--- src/rtl/upl_pkg.sv ---
package upl_pkg;
    localparam int unsigned REG_SPACE  = 'h7F;
    localparam int unsigned IDX_BASE_HI = 'h62;
    localparam int unsigned IDX_BASE_LO = 'h63;
    localparam int unsigned IDX_OFS_Z   = 'h69;
    localparam int unsigned IDX_OFS_X   = 'h6A;
    localparam int unsigned IDX_OFS_Y   = 'h6B;
    localparam int unsigned IDX_LAUNCH  = 'h6C;
    localparam int unsigned IDX_PUSH    = 'h6D;

    typedef struct packed {
        logic in_range;
        logic base_hi;
        logic base_lo;
        logic ofs_x;
        logic ofs_y;
        logic ofs_z;
        logic launch;
        logic push;
    } upl_hit_t;
endpackage

--- src/rtl/upl_method_decode.sv ---
module upl_method_decode
    import upl_pkg::*;
#(
    parameter int METHOD_W = 12
) (
    input  logic [METHOD_W-1:0] method,
    output upl_hit_t            hit
);
    localparam logic [METHOD_W-1:0] LIM = METHOD_W'(REG_SPACE);

    always_comb begin
        hit.in_range = method < LIM;
        hit.base_hi  = method == METHOD_W'(IDX_BASE_HI);
        hit.base_lo  = method == METHOD_W'(IDX_BASE_LO);
        hit.ofs_x    = method == METHOD_W'(IDX_OFS_X);
        hit.ofs_y    = method == METHOD_W'(IDX_OFS_Y);
        hit.ofs_z    = method == METHOD_W'(IDX_OFS_Z);
        hit.launch   = method == METHOD_W'(IDX_LAUNCH);
        hit.push     = method == METHOD_W'(IDX_PUSH);
    end
endmodule

--- src/rtl/upl_addr_gen.sv ---
module upl_addr_gen #(
    parameter int CURSOR_W = 16
) (
    input  logic [31:0]         base_hi,
    input  logic [31:0]         base_lo,
    input  logic [CURSOR_W-1:0] cursor,
    output logic [63:0]         addr
);
    localparam int PAD_W = 64 - CURSOR_W - 2;

    logic [63:0] byte_ofs;

    always_comb begin
        byte_ofs = {{PAD_W{1'b0}}, cursor, 2'b00};
        addr     = {base_hi, base_lo} + byte_ofs;
    end
endmodule

--- src/rtl/upl_store_slot.sv ---
module upl_store_slot (
    input  logic        clk,
    input  logic        rst_n,
    input  logic        load,
    input  logic [63:0] load_addr,
    input  logic [31:0] load_data,
    input  logic        mem_ready,
    output logic        valid,
    output logic [63:0] addr,
    output logic [31:0] data
);
    typedef struct packed {
        logic        valid;
        logic [63:0] addr;
        logic [31:0] data;
    } slot_t;

    slot_t slot_d, slot_q;

    always_comb begin
        slot_d = slot_q;
        if (slot_q.valid && mem_ready) begin
            slot_d.valid = 1'b0;
        end
        if (load) begin
            slot_d.valid = 1'b1;
            slot_d.addr  = load_addr;
            slot_d.data  = load_data;
        end
    end

    always_ff @(posedge clk) begin
        if (!rst_n) begin
            slot_q <= '0;
        end else begin
            slot_q <= slot_d;
        end
    end

    assign valid = slot_q.valid;
    assign addr  = slot_q.addr;
    assign data  = slot_q.data;
endmodule

--- src/rtl/upl_engine.sv ---
module upl_engine
    import upl_pkg::*;
#(
    parameter int METHOD_W = 12,
    parameter int CURSOR_W = 16
) (
    input  logic                clk,
    input  logic                rst_n,
    input  logic                cmd_valid,
    output logic                cmd_ready,
    input  logic [METHOD_W-1:0] cmd_method,
    input  logic [31:0]         cmd_data,
    output logic                mem_req_valid,
    input  logic                mem_req_ready,
    output logic [63:0]         mem_req_addr,
    output logic [31:0]         mem_req_data,
    output logic                err_flag
);
    typedef struct packed {
        logic [31:0]         base_hi;
        logic [31:0]         base_lo;
        logic [31:0]         ofs_x;
        logic [31:0]         ofs_y;
        logic [31:0]         ofs_z;
        logic                linear;
        logic [CURSOR_W-1:0] cursor;
        logic                err;
    } eng_t;

    eng_t        st_d, st_q;
    upl_hit_t    hit;
    logic        accept;
    logic        store_load;
    logic [63:0] next_addr;
    logic        slot_busy;

    upl_method_decode #(.METHOD_W(METHOD_W)) u_dec (
        .method (cmd_method),
        .hit    (hit)
    );

    upl_addr_gen #(.CURSOR_W(CURSOR_W)) u_agen (
        .base_hi (st_q.base_hi),
        .base_lo (st_q.base_lo),
        .cursor  (st_q.cursor),
        .addr    (next_addr)
    );

    assign cmd_ready = !slot_busy;
    assign accept    = cmd_valid && cmd_ready;

    always_comb begin
        st_d       = st_q;
        store_load = 1'b0;
        if (accept) begin
            if (!hit.in_range) begin
                st_d.err = 1'b1;
            end else begin
                if (hit.base_hi) st_d.base_hi = cmd_data;
                if (hit.base_lo) st_d.base_lo = cmd_data;
                if (hit.ofs_x)   st_d.ofs_x   = cmd_data;
                if (hit.ofs_y)   st_d.ofs_y   = cmd_data;
                if (hit.ofs_z)   st_d.ofs_z   = cmd_data;
                if (hit.launch) begin
                    st_d.linear = cmd_data[0];
                    st_d.cursor = '0;
                end
                if (hit.push) begin
                    if (st_q.linear && (st_q.ofs_x == '0) &&
                        (st_q.ofs_y == '0) && (st_q.ofs_z == '0)) begin
                        store_load  = 1'b1;
                        st_d.cursor = st_q.cursor + 1'b1;
                    end else begin
                        st_d.err = 1'b1;
                    end
                end
            end
        end
    end

    always_ff @(posedge clk) begin
        if (!rst_n) begin
            st_q <= '0;
        end else begin
            st_q <= st_d;
        end
    end

    upl_store_slot u_slot (
        .clk       (clk),
        .rst_n     (rst_n),
        .load      (store_load),
        .load_addr (next_addr),
        .load_data (cmd_data),
        .mem_ready (mem_req_ready),
        .valid     (slot_busy),
        .addr      (mem_req_addr),
        .data      (mem_req_data)
    );

    assign mem_req_valid = slot_busy;
    assign err_flag      = st_q.err;
endmodule

--- config.mk ---
export PLATFORM = sky130hd
export DESIGN_NAME = upl_engine
export DESIGN_NICKNAME = d
export VERILOG_FILES = /design/src/rtl/upl_pkg.sv /design/src/rtl/upl_method_decode.sv /design/src/rtl/upl_addr_gen.sv /design/src/rtl/upl_store_slot.sv /design/src/rtl/upl_engine.sv
export SDC_FILE = /design/constraint.sdc
export NUM_CORES = 1
export LEC_CHECK = 0
export BUFFER_PORTS_ARGS = -buffer_cell sky130_fd_sc_hd__clkbuf_2
export CAP_MARGIN = 10
export CORE_MARGIN = 1
export CORE_UTILIZATION = 50
export CTS_CLUSTER_DIAMETER = 40
export CTS_CLUSTER_SIZE = 16
export DETAILED_ROUTE_END_ITERATION = 10
export PLACE_DENSITY = 0.68
export REMOVE_ABC_BUFFERS = 1
export SYNTH_ARGS = -nofsm -noshare
export SYNTH_HDL_FRONTEND = slang
export SYNTH_SLANG_ARGS = --single-unit
--- constraint.sdc ---
create_clock -name clk -period 2.9 [get_ports clk]
set_input_delay 0.145 -clock clk [delete_from_list [all_inputs] [get_ports clk]]
set_output_delay 0.145 -clock clk [all_outputs]
set_load 0.05 [all_outputs]
== Word level (Yosys, flattened, before mapping) ==
Index checks and enable logic that the tools add are counted.

* Add/subtract/negate cells: 2
* Equality and inequality tests: 9
* Multiplexer cells: 11
* Reduce and logical (&&, ||, !) cells: 18
* Magnitude comparators: 1

{| class="wikitable"
|+ Operators by type and width
! kind !! count
|-
| $mux 97 || 1
|-
| $logic_not 32->1 || 3
|-
| $eq 12x7->1 const B || 7
|-
| $add 64x18->64 || 1
|-
| $mux 16 || 2
|-
| $reduce_and 3->1 || 7
|-
| $mux 17 || 1
|-
| $add 16x1->16 const B || 1
|-
| $lt 12x7->1 const B || 1
|-
| $mux 1 || 7
|-
| $logic_and 1x1->1 || 5
|-
| $ne 2x2->1 const B || 2
|-
| $reduce_and 2->1 || 1
|-
| $reduce_bool 2->1 || 1
|-
| $logic_not 1->1 || 1
|}

* Register bits: 275

== Logic depth before layout (Yosys ltp) ==
* Depth in word-level cells: 9
* Gate-level depth with buffers: 11

== Modules after synthesis ==
A second synthesis with hierarchy kept.

* Cell total of the unflattened synthesis: 1,489
* Area, all modules: 13,053.8 µm²

{| class="wikitable"
|+ By module, submodules not included
! module !! seq. area each (µm²) !! instances !! area an instance (µm²) !! cells an instance
|-
| upl_engine || 3,563.4 || 1 || 7,093.1 || 862
|-
| upl_store_slot || 1,941.9 || 1 || 3,668.5 || 312
|-
| upl_addr_gen || 0.0 || 1 || 2,148.3 || 294
|-
| upl_method_decode || 0.0 || 1 || 143.9 || 21
|}

== Worst setup path after synthesis ==
Ideal clock, no wire load.

* Path type: register to register
* From: reg st_q[1] (netlist name)
* To: reg u_slot.slot_q (netlist bit u_slot.addr[34])
* Required time: 2,814 ps
* Stages on the path, launching flop included: 12
* Setup slack: 363 ps
* Path buffers: 1
* Clock period less this slack: 2,537 ps
* Data arrival time: 2,451 ps
* Cells stage by stage: dfxtp_1 > ha_1 > inv_1 > fa_1 > nand2b_1 > a21oi_1 > o21ai_0 > a21oi_1 > clkbuf_1 > o2111ai_1 > xor2_1 > a211oi_1

* Cells in the longest elaborated chain, start to end: 1

{| class="wikitable"
|+ RTL lines
! item !! RTL line !! RTL
|-
| start: declaration || upl_engine.sv:30 || <nowiki>eng_t st_d, st_q;</nowiki>
|-
| start signal: assignment || upl_engine.sv:85 || <nowiki>st_q <= st_d;</nowiki>
|-
| $add 64x18->64 || upl_addr_gen.sv:15 || <nowiki>addr = {base_hi, base_lo} + byte_ofs;</nowiki>
|-
| end signal: assignment || upl_store_slot.sv:36 || <nowiki>slot_q <= slot_d;</nowiki>
|-
| end: declaration || upl_store_slot.sv:18 || <nowiki>slot_t slot_d, slot_q;</nowiki>
|}

Every way passes these cells.
A chain may end at the register's enable or synchronous reset.

== Final worst setup path ==
* From: reg st_q[4] (netlist name)
* To: reg u_slot.slot_q (netlist bit u_slot.addr[47])

Same word-level chain as after synthesis.

==> impl_metrics.json <==
{
  "clk_pin_slew_worst_paths_ns": 0.07,
  "synth_top_cells_by_count": "dfxtp_1 (275), nand2_1 (200), nor2_1 (170)",
  "cts-root-buf": "clkbuf_16",
  "die_area_um2": 24700,
  "instances_no_fill": 1894,
  "start_kind": "flip-flop",
  "crit_required_ns": 3.32,
  "yosys_warnings": 0,
  "sw_frac_of_total": 0.2291,
  "hpwl_um": 23260,
  "synthArstFlopShare": 0,
  "cpMostUsedCell": "o211ai_1",
  "finalSetupTns_ns": 0,
  "dp_cells": 1799,
  "stdcell_area_um2": 14840,
  "yosysSeqAreaShare": 0.4574,
  "synth_ff_type": "dfxtp_1",
  "p_leak_nw": 6.080,
  "gp_congestion": 0.8957,
  "syn_to_final_growth_pct": 23.30,
  "path_max_fanout": 5,
  "rr_startpoint": "st_q[4]$_SDFFE_PN0P_",
  "post_drt_wl_per_cell_um": 18.20,
  "cellInternalPower_w": 0.007036,
  "postCtsSetupBuffers": 0,
  "grt_pass1_wl_um": 53770,
  "synth-edff-count": 0,
  "antenna_found_initial": 0,
  "overflow": 0,
  "synth_top_area_cell": "dfxtp_1",
  "setup_viol": 0,
  "rows": 56,
  "arrival_ns": 3.10,
  "synth_most_common_cell": "dfxtp_1",
  "clock_latency_ns": 0.53,
  "finalCritPeriodShare": 0.9225,
  "ir_drop_mv": 0.5822,
  "whs_endpoint": "st_q[138]$_SDFFE_PN0P_",
  "end_kind": "flip-flop",
  "clkPwrFrac": 0.561,
  "die_w_um": 157.2,
  "fmaxAchievable_mhz": 373.8,
  "drt-total-wl_um": 34470,
  "max-clock-path-buffers": 3,
  "hold_class": "in2reg",
  "crit_type": "reg2reg",
  "crit_slowest_cell": "or4_1",
  "drt-initial-drc-count": 796,
  "drv_cap": 0,
  "place_area_um2": 13180,
  "clock_sinks": 275,
  "die_h_um": 157.2,
  "grt_max_degree": 68,
  "p_switching_w": 0.002092,
  "synth_area_per_cell_um2": 8.710,
  "drtPass1Iterations": 5,
  "power_density_nw_per_um2": 615.1,
  "ys_ff_latch": 275,
  "initial_utilization": 0.5113,
  "grt_pass1_vias": 9782,
  "rsz0062_at_grt": "no",
  "max_slew_margin": 0.6279,
  "hp-start": "cmd_data[24]",
  "combPwrFrac": 0.025,
  "htreeDepth": 2,
  "core_area_um2": 23540,
  "cts_tree": "built",
  "numCtsBuffers": 40,
  "hold_viol": 0,
  "diodes": 0,
  "synth.distinct_cells": 52,
  "r2r_slack_ns": 0.22,
  "worst_path_largest_cell_delay_ns": 0.44,
  "status": "completed",
  "vias_per_cell": 5.615,
  "r2r_end": "u_slot.addr[47]$_SDFFE_PN0P_",
  "whs_path_depth": 3,
  "final.min_clock_period_ns": 2.675,
  "slew_violations": 0,
  "ioPinCount": 147,
  "groute.usage.overall": 0.2791,
  "crit_path_cell_trace": "ha_1 > o211ai_1 > o211ai_1 > nand3_1 > a21oi_1 > o21ai_1 > or4_1 > a311oi_1",
  "vias": 10630,
  "numPortBuffers": 146,
  "drc": 0,
  "synth_area_um2": 12040,
  "netlist_top_cells_area": "dfxtp_1 (46%), mux2i_1 (11%), nand2_1 (6.2%)",
  "clock_skew_ns": 0.02395,
  "drive_above_1_share": 0.1676,
  "pwr-share-seq": 0.414,
  "antenna_left": 0,
  "reg2regPathDepth": 8,
  "syn_inst": 1382,
  "synth_top_area_frac": 0.4574,
  "final_nets": 1610,
  "worstMarginPinSlew_ns": 0.5530
}
[layout by cell type (no fill, tap or decap), types with 6 or more instances in the layout]
master	synthesis	final
a21oi_1	131	130
a31oi_1	6	6
nand3_1	22	22
and3_1	17	17
dfxtp_1	275	275
clkbuf_16	0	41
nor4_1	47	47
buf_12	0	9
or4_1	7	7
a211oi_1	16	16
and4_1	12	11
o211ai_1	11	11
nor2_1	170	169
inv_6	0	7
nor3_1	11	11
clkbuf_2	0	146
o21ai_0	48	46
dlygate4sd3_1	0	22
buf_4	2	27
ha_1	17	17
and2_1	10	10
xor2_1	48	48
nand2_1	200	199
clkinvlp_4	0	6
inv_1	12	11
o2111ai_1	17	17
mux2i_1	130	130
nand4_1	29	29
xnor2_1	14	14
[metrics by stage]
stage / hold slack (ns) / utilization / total power, W / setup slack [ns]
after detailed placement: 0.4153 / 0.5599 / 0.004065 / 0.1352
final: 0.009604 / 0.6304 / 0.009128 / 0.2248
after global placement: 0.4075 / 0.5599 / 0.004064 / 0.1999
after CTS: 0.0002309 / 0.6300 / 0.009184 / 0.1075
after global routing: 0.01599 / 0.6304 / 0.009364 / 0.02434
after floorplan: 0.2628 / - / 0.003915 / -1.339
[critical path: cells and delay by family, from the launching register on]
family / cells / cell delay (ns)
AO/OA/AOI/OAI: 5 / 1.25
adder cells (fa/ha/maj): 1 / 0.37
flip-flops: 1 / 0.35
AND/OR/NAND/NOR: 2 / 0.62
[cells by family after synthesis]
| kind of cell | after synthesis | share of synthesized area |
|---|---|---|
| DFF | 275 | 0.4574 |
| buffers and inverters | 97 | 0.03586 |
| AOI/OAI and AO/OA | 254 | 0.1231 |
| adders and majority gates | 18 | 0.01933 |
| muxes | 130 | 0.1081 |
| xor gates and xnor gates | 62 | 0.04511 |
| and+or+nand+nor | 546 | 0.2111 |
[state kept, by name, summed over array words and instances, names as in the netlist]
| signal | flops |
|---|---|
| st_q | 177 |
| err_flag | 1 |
| u_slot.addr | 64 |
| u_slot.valid | 1 |
| u_slot.data | 32 |
[worst max-delay path by stage]
stage | end | startpoint
2_1_floorplan | u_slot.addr[15]$_SDFFE_PN0P_ | rst_n
3_3_place_gp | u_slot.addr[60]$_SDFFE_PN0P_ | st_q[1]$_SDFFE_PN0P_
3_5_place_dp | u_slot.addr[56]$_SDFFE_PN0P_ | st_q[1]$_SDFFE_PN0P_
4_1_cts | u_slot.addr[56]$_SDFFE_PN0P_ | st_q[1]$_SDFFE_PN0P_
5_1_grt | u_slot.addr[60]$_SDFFE_PN0P_ | st_q[1]$_SDFFE_PN0P_
6_report | u_slot.addr[47]$_SDFFE_PN0P_ | st_q[4]$_SDFFE_PN0P_
[final cells by class]
class,count,area (um^2)
clock buffers,48,1082
clock inverters,25,347.8
fillers,2106,8702
inverters,12,50.05
multi-input cells,1010,6111
flip-flops and latches,275,5505
well taps,319,399.1
repair buffers,205,1345
[power groups by stage]
| stage | clock (W) | combinational (W) | sequential (W) |
|---|---|---|---|
| 2_1_floorplan | 0 | 0.0000491 | 0.00387 |
| 3_3_place_gp | 0 | 0.000201 | 0.00386 |
| 3_5_place_dp | 0 | 0.000202 | 0.00386 |
| 4_1_cts | 0.00518 | 0.000226 | 0.00378 |
| 5_1_grt | 0.00535 | 0.000238 | 0.00378 |
| 6_report | 0.00512 | 0.000228 | 0.00378 |
[repair_timing]
action / CTS / global route
setup endpoints to repair: 0 / 9
gates resized for setup: 0 / 3
hold buffers: 22 / 0
endpoints found under the hold margin: 39 / 0
[layer usage]
layer / track usage / routed length (um) / up-vias
met5: 0 / 0 / -
met2: 0.4529 / 15840 / 306
met4: 0.09200 / 902 / 0
met3: 0.04157 / 1875 / 71
met1: 0.3797 / 15860 / 5037
li1: - / - / 5220
Note: power is estimated with default switching activity, not from simulation.
